[config.mk]
export PLATFORM = sky130hd
export DESIGN_NAME = pci_read_initiator
export DESIGN_NICKNAME = d
export VERILOG_FILES = /design/src/rtl/pci_rd_pkg.sv /design/src/rtl/pci_rd_ctrl.sv /design/src/rtl/pci_rd_devsel_timer.sv /design/src/rtl/pci_rd_be_sel.sv /design/src/rtl/pci_rd_capture.sv /design/src/rtl/pci_read_initiator.sv
export SDC_FILE = /design/constraint.sdc
export NUM_CORES = 1
export LEC_CHECK = 0
export ABC_AREA = 1
export BUFFER_PORTS_ARGS = -buffer_cell sky130_fd_sc_hd__buf_2
export CAP_MARGIN = 20
export CORE_ASPECT_RATIO = 1.25
export CORE_MARGIN = 2
export CORE_UTILIZATION = 50
export CTS_CLUSTER_DIAMETER = 80
export DETAILED_ROUTE_END_ITERATION = 16
export PLACE_DENSITY_LB_ADDON = 0.12
export SETUP_SLACK_MARGIN = 0.02
export SYNTH_ARGS = -nofsm -noshare
export SYNTH_HDL_FRONTEND = slang
export SYNTH_SLANG_ARGS = --single-unit
[constraint.sdc]
create_clock -name clk -period 1.56 [get_ports clk]
set_input_delay 0.078 -clock clk [delete_from_list [all_inputs] [get_ports clk]]
set_output_delay 0.078 -clock clk [all_outputs]
set_load 0.01 [all_outputs]
[src/rtl/pci_rd_pkg.sv]
package pci_rd_pkg;

   typedef enum logic [1:0] {
      ST_IDLE = 2'd0,
      ST_ADDR = 2'd1,
      ST_DATA = 2'd2
   } rd_state_e;

endpackage

[src/rtl/pci_rd_ctrl.sv]
module pci_rd_ctrl
   import pci_rd_pkg::*;
#(
   parameter int DATA_W = 32,
   parameter int CMD_W  = 4,
   parameter int LEN_W  = 3
) (
   input  logic              clk,
   input  logic              rst_n,
   input  logic              req_valid,
   input  logic [DATA_W-1:0] req_addr,
   input  logic [CMD_W-1:0]  req_cmd,
   input  logic [LEN_W-1:0]  req_last,
   input  logic              trdy_n,
   input  logic              expire,
   output rd_state_e         state_o,
   output logic [DATA_W-1:0] addr_o,
   output logic [CMD_W-1:0]  cmd_o,
   output logic [LEN_W-1:0]  beat_o,
   output logic              final_beat_o,
   output logic              load_o,
   output logic              xfer_o,
   output logic              done_o,
   output logic              err_o
);

   rd_state_e         state_q;
   logic [DATA_W-1:0] addr_q;
   logic [CMD_W-1:0]  cmd_q;
   logic [LEN_W-1:0]  last_q;
   logic [LEN_W-1:0]  beat_q;
   logic              done_q;
   logic              err_q;

   assign load_o       = (state_q == ST_IDLE) && req_valid;
   assign xfer_o       = (state_q == ST_DATA) && !trdy_n;
   assign final_beat_o = (beat_q == last_q);

   always_ff @(posedge clk or negedge rst_n) begin
      if (!rst_n) begin
         state_q <= ST_IDLE;
         addr_q  <= '0;
         cmd_q   <= '0;
         last_q  <= '0;
         beat_q  <= '0;
         done_q  <= 1'b0;
         err_q   <= 1'b0;
      end else begin
         done_q <= 1'b0;
         err_q  <= 1'b0;
         unique case (state_q)
            ST_IDLE: begin
               if (req_valid) begin
                  addr_q  <= req_addr;
                  cmd_q   <= req_cmd;
                  last_q  <= req_last;
                  state_q <= ST_ADDR;
               end
            end
            ST_ADDR: begin
               beat_q  <= '0;
               state_q <= ST_DATA;
            end
            ST_DATA: begin
               if (!trdy_n) begin
                  if (beat_q == last_q) begin
                     state_q <= ST_IDLE;
                     done_q  <= 1'b1;
                  end else begin
                     beat_q <= beat_q + 1'b1;
                  end
               end else if (expire) begin
                  state_q <= ST_IDLE;
                  err_q   <= 1'b1;
               end
            end
            default: state_q <= ST_IDLE;
         endcase
      end
   end

   assign state_o = state_q;
   assign addr_o  = addr_q;
   assign cmd_o   = cmd_q;
   assign beat_o  = beat_q;
   assign done_o  = done_q;
   assign err_o   = err_q;

endmodule

[src/rtl/pci_rd_devsel_timer.sv]
module pci_rd_devsel_timer #(
   parameter int LIMIT = 5,
   parameter int CNT_W = 3
) (
   input  logic clk,
   input  logic rst_n,
   input  logic active,
   input  logic devsel_n,
   output logic expire
);

   logic [CNT_W-1:0] cnt_q;
   logic             seen_q;

   always_ff @(posedge clk or negedge rst_n) begin
      if (!rst_n) begin
         cnt_q  <= '0;
         seen_q <= 1'b0;
      end else if (!active) begin
         cnt_q  <= '0;
         seen_q <= 1'b0;
      end else if (!devsel_n) begin
         seen_q <= 1'b1;
      end else if (!seen_q) begin
         cnt_q <= cnt_q + 1'b1;
      end
   end

   assign expire = active && !seen_q && devsel_n && (cnt_q == CNT_W'(LIMIT - 1));

endmodule

[src/rtl/pci_rd_be_sel.sv]
module pci_rd_be_sel #(
   parameter int BE_W      = 4,
   parameter int MAX_BEATS = 8,
   parameter int LEN_W     = 3
) (
   input  logic                      clk,
   input  logic                      rst_n,
   input  logic                      load,
   input  logic [MAX_BEATS*BE_W-1:0] be_flat,
   input  logic [LEN_W-1:0]          beat,
   output logic [BE_W-1:0]           be_o
);

   logic [BE_W-1:0] lane_be [MAX_BEATS];

   for (genvar g = 0; g < MAX_BEATS; g++) begin : g_slot
      logic [BE_W-1:0] slot_q;
      always_ff @(posedge clk or negedge rst_n) begin
         if (!rst_n)    slot_q <= '0;
         else if (load) slot_q <= be_flat[g*BE_W +: BE_W];
      end
      assign lane_be[g] = slot_q;
   end

   assign be_o = lane_be[beat];

endmodule

[src/rtl/pci_rd_capture.sv]
module pci_rd_capture #(
   parameter int DATA_W = 32
) (
   input  logic              clk,
   input  logic              rst_n,
   input  logic              xfer,
   input  logic [DATA_W-1:0] ad_in,
   output logic [DATA_W-1:0] data_o,
   output logic              valid_o
);

   always_ff @(posedge clk or negedge rst_n) begin
      if (!rst_n) begin
         data_o  <= '0;
         valid_o <= 1'b0;
      end else begin
         valid_o <= xfer;
         if (xfer) data_o <= ad_in;
      end
   end

endmodule

[src/rtl/pci_read_initiator.sv]
module pci_read_initiator
   import pci_rd_pkg::*;
#(
   parameter int  DATA_W         = 32,
   parameter int  MAX_BEATS      = 8,
   parameter int  DEVSEL_TIMEOUT = 5,
   localparam int BE_W           = DATA_W / 8,
   localparam int LEN_W          = $clog2(MAX_BEATS)
) (
   input  logic                      clk,
   input  logic                      rst_n,
   input  logic                      req_valid_i,
   input  logic [DATA_W-1:0]         req_addr_i,
   input  logic [BE_W-1:0]           req_cmd_i,
   input  logic [LEN_W-1:0]          req_last_i,
   input  logic [MAX_BEATS*BE_W-1:0] req_be_i,
   output logic                      busy_o,
   input  logic [DATA_W-1:0]         ad_in_i,
   output logic [DATA_W-1:0]         ad_out_o,
   output logic                      ad_oe_o,
   output logic [BE_W-1:0]           cbe_out_o,
   output logic                      cbe_oe_o,
   output logic                      frame_n_o,
   output logic                      irdy_n_o,
   input  logic                      devsel_n_i,
   input  logic                      trdy_n_i,
   output logic [DATA_W-1:0]         rd_data_o,
   output logic                      rd_valid_o,
   output logic                      done_o,
   output logic                      timeout_err_o
);

   localparam int TMR_W = $clog2(DEVSEL_TIMEOUT + 1);

   if (DATA_W < 16 || (DATA_W % 8) != 0) begin : g_bad_width
      $error("DATA_W must be a multiple of 8 and at least 16");
   end
   if (MAX_BEATS < 2 || (MAX_BEATS & (MAX_BEATS - 1)) != 0) begin : g_bad_beats
      $error("MAX_BEATS must be a power of two of at least 2");
   end
   if (DEVSEL_TIMEOUT < 2) begin : g_bad_timeout
      $error("DEVSEL_TIMEOUT must be at least 2");
   end

   rd_state_e         state;
   logic [DATA_W-1:0] addr_q;
   logic [BE_W-1:0]   cmd_q;
   logic [LEN_W-1:0]  beat;
   logic              final_beat;
   logic              load;
   logic              xfer;
   logic              expire;
   logic [BE_W-1:0]   be_cur;
   logic              in_addr;
   logic              in_data;

   pci_rd_ctrl #(
      .DATA_W (DATA_W),
      .CMD_W  (BE_W),
      .LEN_W  (LEN_W)
   ) i_ctrl (
      .clk          (clk),
      .rst_n        (rst_n),
      .req_valid    (req_valid_i),
      .req_addr     (req_addr_i),
      .req_cmd      (req_cmd_i),
      .req_last     (req_last_i),
      .trdy_n       (trdy_n_i),
      .expire       (expire),
      .state_o      (state),
      .addr_o       (addr_q),
      .cmd_o        (cmd_q),
      .beat_o       (beat),
      .final_beat_o (final_beat),
      .load_o       (load),
      .xfer_o       (xfer),
      .done_o       (done_o),
      .err_o        (timeout_err_o)
   );

   pci_rd_devsel_timer #(
      .LIMIT (DEVSEL_TIMEOUT),
      .CNT_W (TMR_W)
   ) i_timer (
      .clk      (clk),
      .rst_n    (rst_n),
      .active   (in_data),
      .devsel_n (devsel_n_i),
      .expire   (expire)
   );

   pci_rd_be_sel #(
      .BE_W      (BE_W),
      .MAX_BEATS (MAX_BEATS),
      .LEN_W     (LEN_W)
   ) i_be_sel (
      .clk     (clk),
      .rst_n   (rst_n),
      .load    (load),
      .be_flat (req_be_i),
      .beat    (beat),
      .be_o    (be_cur)
   );

   pci_rd_capture #(
      .DATA_W (DATA_W)
   ) i_capture (
      .clk     (clk),
      .rst_n   (rst_n),
      .xfer    (xfer),
      .ad_in   (ad_in_i),
      .data_o  (rd_data_o),
      .valid_o (rd_valid_o)
   );

   assign in_addr = (state == ST_ADDR);
   assign in_data = (state == ST_DATA);

   always_comb begin
      busy_o    = (state != ST_IDLE);
      ad_oe_o   = in_addr;
      ad_out_o  = in_addr ? addr_q : '0;
      cbe_oe_o  = in_addr || in_data;
      cbe_out_o = in_addr ? cmd_q : (in_data ? be_cur : '0);
      frame_n_o = !(in_addr || (in_data && !final_beat));
      irdy_n_o  = !in_data;
   end

endmodule

Word level (Yosys, flattened, before mapping)
Index checks and enable logic that the tools add are counted.

ROM bits: 0. Output and inout bits: 76. Latch bits: 0. Memories: 0. Input bits: 108. Bits in registers: 115. RAM bits: 0.

Multiplexer cells: 25. Shift-type cells: 0. Magnitude comparators: 1. Reductions and logical operators: 20. Bitwise operators: 1. Equality and inequality tests: 12. $add $sub $neg: 2. Multiply operators: 0. Divide/modulo/power cells: 0.

Operator list (number): 32-bit two-way mux (1); 4-bit two-way mux (4); 3-bit two-way mux (5); 4-bit binary-select mux with 3-bit select (1); 2-bit inequality test, second input constant (6); 1-bit two-way mux (8); 2-bit two-way mux (4); 3-bit by 1-bit adder with 3-bit output, second input constant (2); 1-bit logical AND (6); 3-bit inequality test, second input constant (2); 2-bit one-hot mux with 3 select lines (1); 3-bit one-hot mux with 2 select lines (1); 3-bit AND reduction (2); 1-bit zero test (5); 4-bit >= comparator, second input constant (1); 3-bit inverter with 4-bit output (1); 2-bit AND reduction (2); 2-bit nonzero test (2); 3-bit equality test (1); 3-bit equality test, second input constant (1); 2-bit by 1-bit equality test with 1-bit output, second input constant (1); 2-bit equality test, second input constant (1); 2-bit zero test (1); 1-bit logical OR (2).

Longest topological paths before layout
Word-level depth: 7. Depth in mapped cells: 9. Gate-level depth less buffers: 9.

By module
Synthesis repeated with hierarchy kept, for this count alone.

Cell total of the unflattened synthesis: 681. Area, all modules: 5424.0 um^2.

Modules (own cells, without submodules): pci_rd_ctrl (area an instance 1871.8 um^2, cells an instance 213, times used 1); pci_rd_be_sel (area an instance 1560.2 um^2, cells an instance 210, times used 1); pci_rd_capture (area an instance 1317.5 um^2, cells an instance 137, times used 1); pci_read_initiator (area an instance 445.4 um^2, cells an instance 92, times used 1); pci_rd_devsel_timer (area an instance 229.0 um^2, cells an instance 29, times used 1).

Worst setup path after synthesis
No wires, ideal clock.

Path type: register to register. Start: register i_ctrl.state_q[0], in the netlist i_ctrl.state_o[0]. End: register i_be_sel.g_slot[2].slot_q[1]. Cell stages (with the launch flop): 6. Arrival: 1254 ps. Data required time: 1435 ps. Library setup time: 125 ps. Path slack: 181 ps. Clock period less this slack: 1379 ps. Cells stage by stage: dfrtp_1 -> inv_1 -> ha_1 -> nand2_4 -> buf_6 -> mux2_2.

Cells in the longest elaborated chain, start to end: 2.

RTL lines: from (decl) (RTL line pci_rd_ctrl.sv:27) `rd_state_e state_q;`; from (signal assigned) (RTL line pci_rd_ctrl.sv:41) `state_q <= ST_IDLE;`; from (signal assigned) (RTL line pci_rd_ctrl.sv:57) `state_q <= ST_ADDR;`; from (signal assigned) (RTL line pci_rd_ctrl.sv:62) `state_q <= ST_DATA;`; 2-bit zero test (RTL line pci_rd_ctrl.sv:35) `assign load_o = (state_q == ST_IDLE) && req_valid;`; 1-bit logical AND (RTL line pci_rd_ctrl.sv:35); to (signal assigned) (RTL line pci_rd_be_sel.sv:20) `else if (load) slot_q <= be_flat[g*BE_W +: BE_W];`; to (decl) (RTL line pci_rd_be_sel.sv:17) `logic [BE_W-1:0] slot_q;`.

Every way passes these cells. A chain may end at the register's enable or synchronous reset.

Worst setup path after layout
Start: register i_ctrl.beat_q[0], in the netlist i_ctrl.beat_o[0]. End: output cbe_out_o[1].

Cells in the longest elaborated chain, start to end: 6.

RTL lines: from (decl) (RTL line pci_rd_ctrl.sv:31) `logic [LEN_W-1:0] beat_q;`; from (signal assigned) (RTL line pci_rd_ctrl.sv:70) `beat_q <= beat_q + 1'b1;`; 3-bit inverter with 4-bit output (not written as such) (RTL line pci_rd_be_sel.sv:25) `assign be_o = lane_be[beat];`; 4-bit binary-select mux with 3-bit select (RTL line pci_rd_be_sel.sv:25); 4-bit two-way mux (not written as such) (2 in series) (RTL line pci_rd_be_sel.sv:25); 4-bit two-way mux (2 in series) (RTL line pci_read_initiator.sv:124) `cbe_out_o = in_addr ? cmd_q : (in_data ? be_cur : '0);`; to (decl) (RTL line pci_read_initiator.sv:21) `output logic [BE_W-1:0] cbe_out_o,`.

Every way passes these cells. The select of a mux whose other input is x is not followed.

==> key figures <==
Logic synthesis
  – Netlist cell types: 28
  – Post-synth top area cell: dfrtp_1
  – Largest family of logic cells by synthesized area: simple AND/OR/NAND/NOR gates
  – Syn Inst Count: 527
  – Xor/xnor cell area share of the yosys netlist: 0.505%
  – Synth Area in Compound Gates: 2.88%
  – Fraction of post-synthesis cell area in the top cell type by area: ~55%
  – Mux cell area share after synthesis: roughly an eighth
  – Net Count, Synth: 642
  – Syn avg cell area: 9.88 um2
  – Ys Warns: 0
  – Area contributors post-synth: dfrtp_1 55%, nand2_1 12%, mux2_2 11%, inv_1 3.8%, buf_6 2.8%
  – Simple-gate share of the synthesized area: 18.2%
  – FF+latch count, synth: 115
  – Seq/Total Area, Yosys: between 50 and 60%
  – Post-Synth Adder-Cell Area: 1.68%
  – Cell Area, Synth: 0.00521 mm2

Route
  – Wirelength, routed: 19900 um
  – DRT antenna net count: 0
  – DRC errors left: 0
  – DR vias: between 5k and 6k
  – Vias/cell: between 5 and 6
  – DRT iter0 DRCs: 343
  – Drt first pass iters: 6
  – DR WL/cell: 20.1 um

Clock network
  – CTS tree: done
  – Clock sinks: ~120
  – Latest clock arrival within the worst-skew pair: 0.41 ns
  – CTS root buf: clkbuf_16
  – TritonCTS Buffers: 17
  – Worst-path clk slew: 0.05 ns
  – Longest Clk Path Bufs: 2
  – CTS HTree Levels: 4

Flow run
  – Total of max-cap violations: 0

Finish
  – Area grow syn2layout: 73.2%
  – Commonest cells after routing, fill and taps aside: 156 x buf_2, 145 x nand2_1, 113 x dfrtp_1, 105 x dlygate4sd3_1, 41 x mux2_4
  – Sequential Area: roughly 0.0029 mm2
  – Non-filler cells, final: 989
  – Commonest non-fill, non-tap cell in the layout: buf_2
  – Post-route core utilization: 89.2%
  – Fraction of layout cells with a size suffix above 1: 44.6%
  – Multi-input logic area: roughly 0.0023 mm2
  – Finished Cell Area: 0.00902 mm2
  – Layout Nets: 961
  – FILL cells: 425

Setup path
  – Crit path largest cell delay: 0.39 ns
  – CP Max Fanout: 28
  – Critical path class: reg -> out
  – CP arrival: 1.71 ns
  – CP cell instances: buf_12 -> nor2_1 -> nor2_1 -> o21ai_1 -> nand3_1 -> nand3_1 -> nand2_1 -> buf_2
  – Worst path slowest cell: dfrtp_1
  – Critical Path Start Type: flip-flop
  – Data required, critical path: 1.48 ns
  – Setup crit end kind: output pin

Power and ir drop
  – Power Density: 2030 mW/mm2
  – Leak Pwr: roughly 0.005 uW
  – Peak VDD IR: 1.44 mV

Global route
  – Global Route Usage Sum: a little under a third
  – Initial antenna violation count: 0
  – Largest net degree at the start of global routing: 79
  – Grt ovf: 0
  – Number of global-route vias before repair: about 5.3k
  – Global-route wire length before repair: around 26000 um

Placed design
  – Pre-CTS worst setup slack: 0.0193 ns
  – DP HPWL: 8740 um
  – # port buffers: 183
  – Placed inst area: 0.00625 mm2
  – Post-Place Cells: 826
  – Gp weighted congestion: 0.837

STA
  – Unrepaired setup endpoints after global routing: yes
  – Fin crit period: between 1.5 and 2 ns
  – Final Cycle Share: 115%
  – Max Fclk: about 0.56 GHz
  – Worst slew margin: 70.7%
  – Fin. max-slew vios: 0
  – Worst Tran Pin Value: 0.439 ns
  – Final worst slack: -0.232 ns
  – Setup violators final: 86
  – Clock Skews: 0.0132 ns
  – Final Hold Fails: 0

Die
  – I/O pin count: 184
  – Die footprint: approximately 0.011 mm2
  – Die W: 95.3 um
  – Core ar.: between 0.01 and 0.015 mm2
  – FP Rows: 41
  – Die H: 118 um
  – Starting Density: around half

Run status
  – Run status: complete, but fails checks
  – Failing checks: negative setup slack

Worst hold path
  – Hold Path Class: in -> reg
==> registers in the layout, summed over array words and instances (netlist names) <==
name,flops
i_ctrl.addr_o,32
i_ctrl.done_o,1
i_be_sel.g_slot.slot_q,32
i_ctrl.cmd_o,4
i_capture.valid_o,1
i_ctrl.beat_o,3
i_ctrl.last_q,3
i_timer.cnt_q,3
i_ctrl.err_o,1
i_timer.seen_q,1
i_capture.data_o,32
i_ctrl.state_o,2
==> kinds of logic after synthesis <==
logic type / count (synthesis)
and+or+nand+nor: 232
AOI/OAI and AO/OA: 28
adders and majority gates: 7
xor gates and xnor gates: 3
DFF: 115
muxes: 61
buffers and inverters: 81
==> Yosys cell counts, drive strengths merged <==
cell and count:
nand3 18, buf 23, xor2 2, dfrtp 115, ha 7, a21oi 12, nor2 34, o211ai 4
mux2 61, xnor2 1, inv 57, o21ai 12, clkbuf 1, nand4 4, nand2 176
==> per-layer routing <==
| metal | vias to the layer above | part of all wire [%] | global-route usage [%] |
|---|---|---|---|
| li1 | 2289 | - | - |
| met1 | 2574 | 34 | 31.9 |
| met2 | 312 | 54 | 55.0 |
| met3 | 97 | 6.6 | 7.68 |
| met4 | 0 | 5.7 | 17.6 |
| met5 | - | 0 | 0 |
==> cell type report <==
cell class	count	area share, %
well taps	129	1.79
flip-flops and latches	115	31.9
clock inverters	8	1.61
clock buffers	24	5.67
multi-input cells	331	25.6
diodes	1	0.0277
repair buffers	324	30.8
inverters	57	2.57
==> stage by stage <==
stage / power (uW) / setup TNS [ns] / hold slack [ns]
floorplan: 8460 / 0 / -0.218
global placement: 10100 / 0 / 0.0663
detailed placement: 10300 / 0 / 0.0704
CTS: 16500 / -2.98 / 0.0460
global route: 19100 / -10.24 / 0.0956
finish: 18300 / -5.84 / 0.0540
==> critical path: cells and delay by family, from the launching register on <==
kind,cells,cell delay [ns]
buf+inv,2,0.32
flops,1,0.39
compound gates,1,0.11
simple gates,5,0.48
==> repair_timing <==
action / CTS / global route
resized for setup: 87 / 106
pin swaps: 3 / 5
hold buffers: 105 / 0
setup endpoints to repair: 49 / 114
buffers inserted: 6 / 12
cloned: 10 / 3
endpoints found under the hold margin: 220 / 0
==> worst paths after layout <==
path / start / endpoint / slack (ns) / depth (start not counted)
max: i_ctrl.beat_o[0] / cbe_out_o[1] / -0.23 / 8
min: devsel_n_i / i_timer.cnt_q[0] / 0.05 / 5
max reg2reg: i_ctrl.state_o[1] / i_ctrl.addr_o[22] / -0.07 / 7
min reg2reg: i_capture.data_o[23] / i_capture.data_o[23] / 0.47 / 2
max in group asynchronous: rst_n / i_ctrl.state_o[0] / 0.92 / 3
min in group asynchronous: rst_n / i_be_sel.g_slot[4].slot_q[1] / 0.18 / 3
==> where the power goes <==
group          internal, uW  switching (uW)  leakage, uW  total (uW)
clock                  2930            1410     0.000318        4340
combinational          4370            4160      0.00322        8530
sequential             4370            1100      0.00139        5460
(Power assumes the default switching activity.)
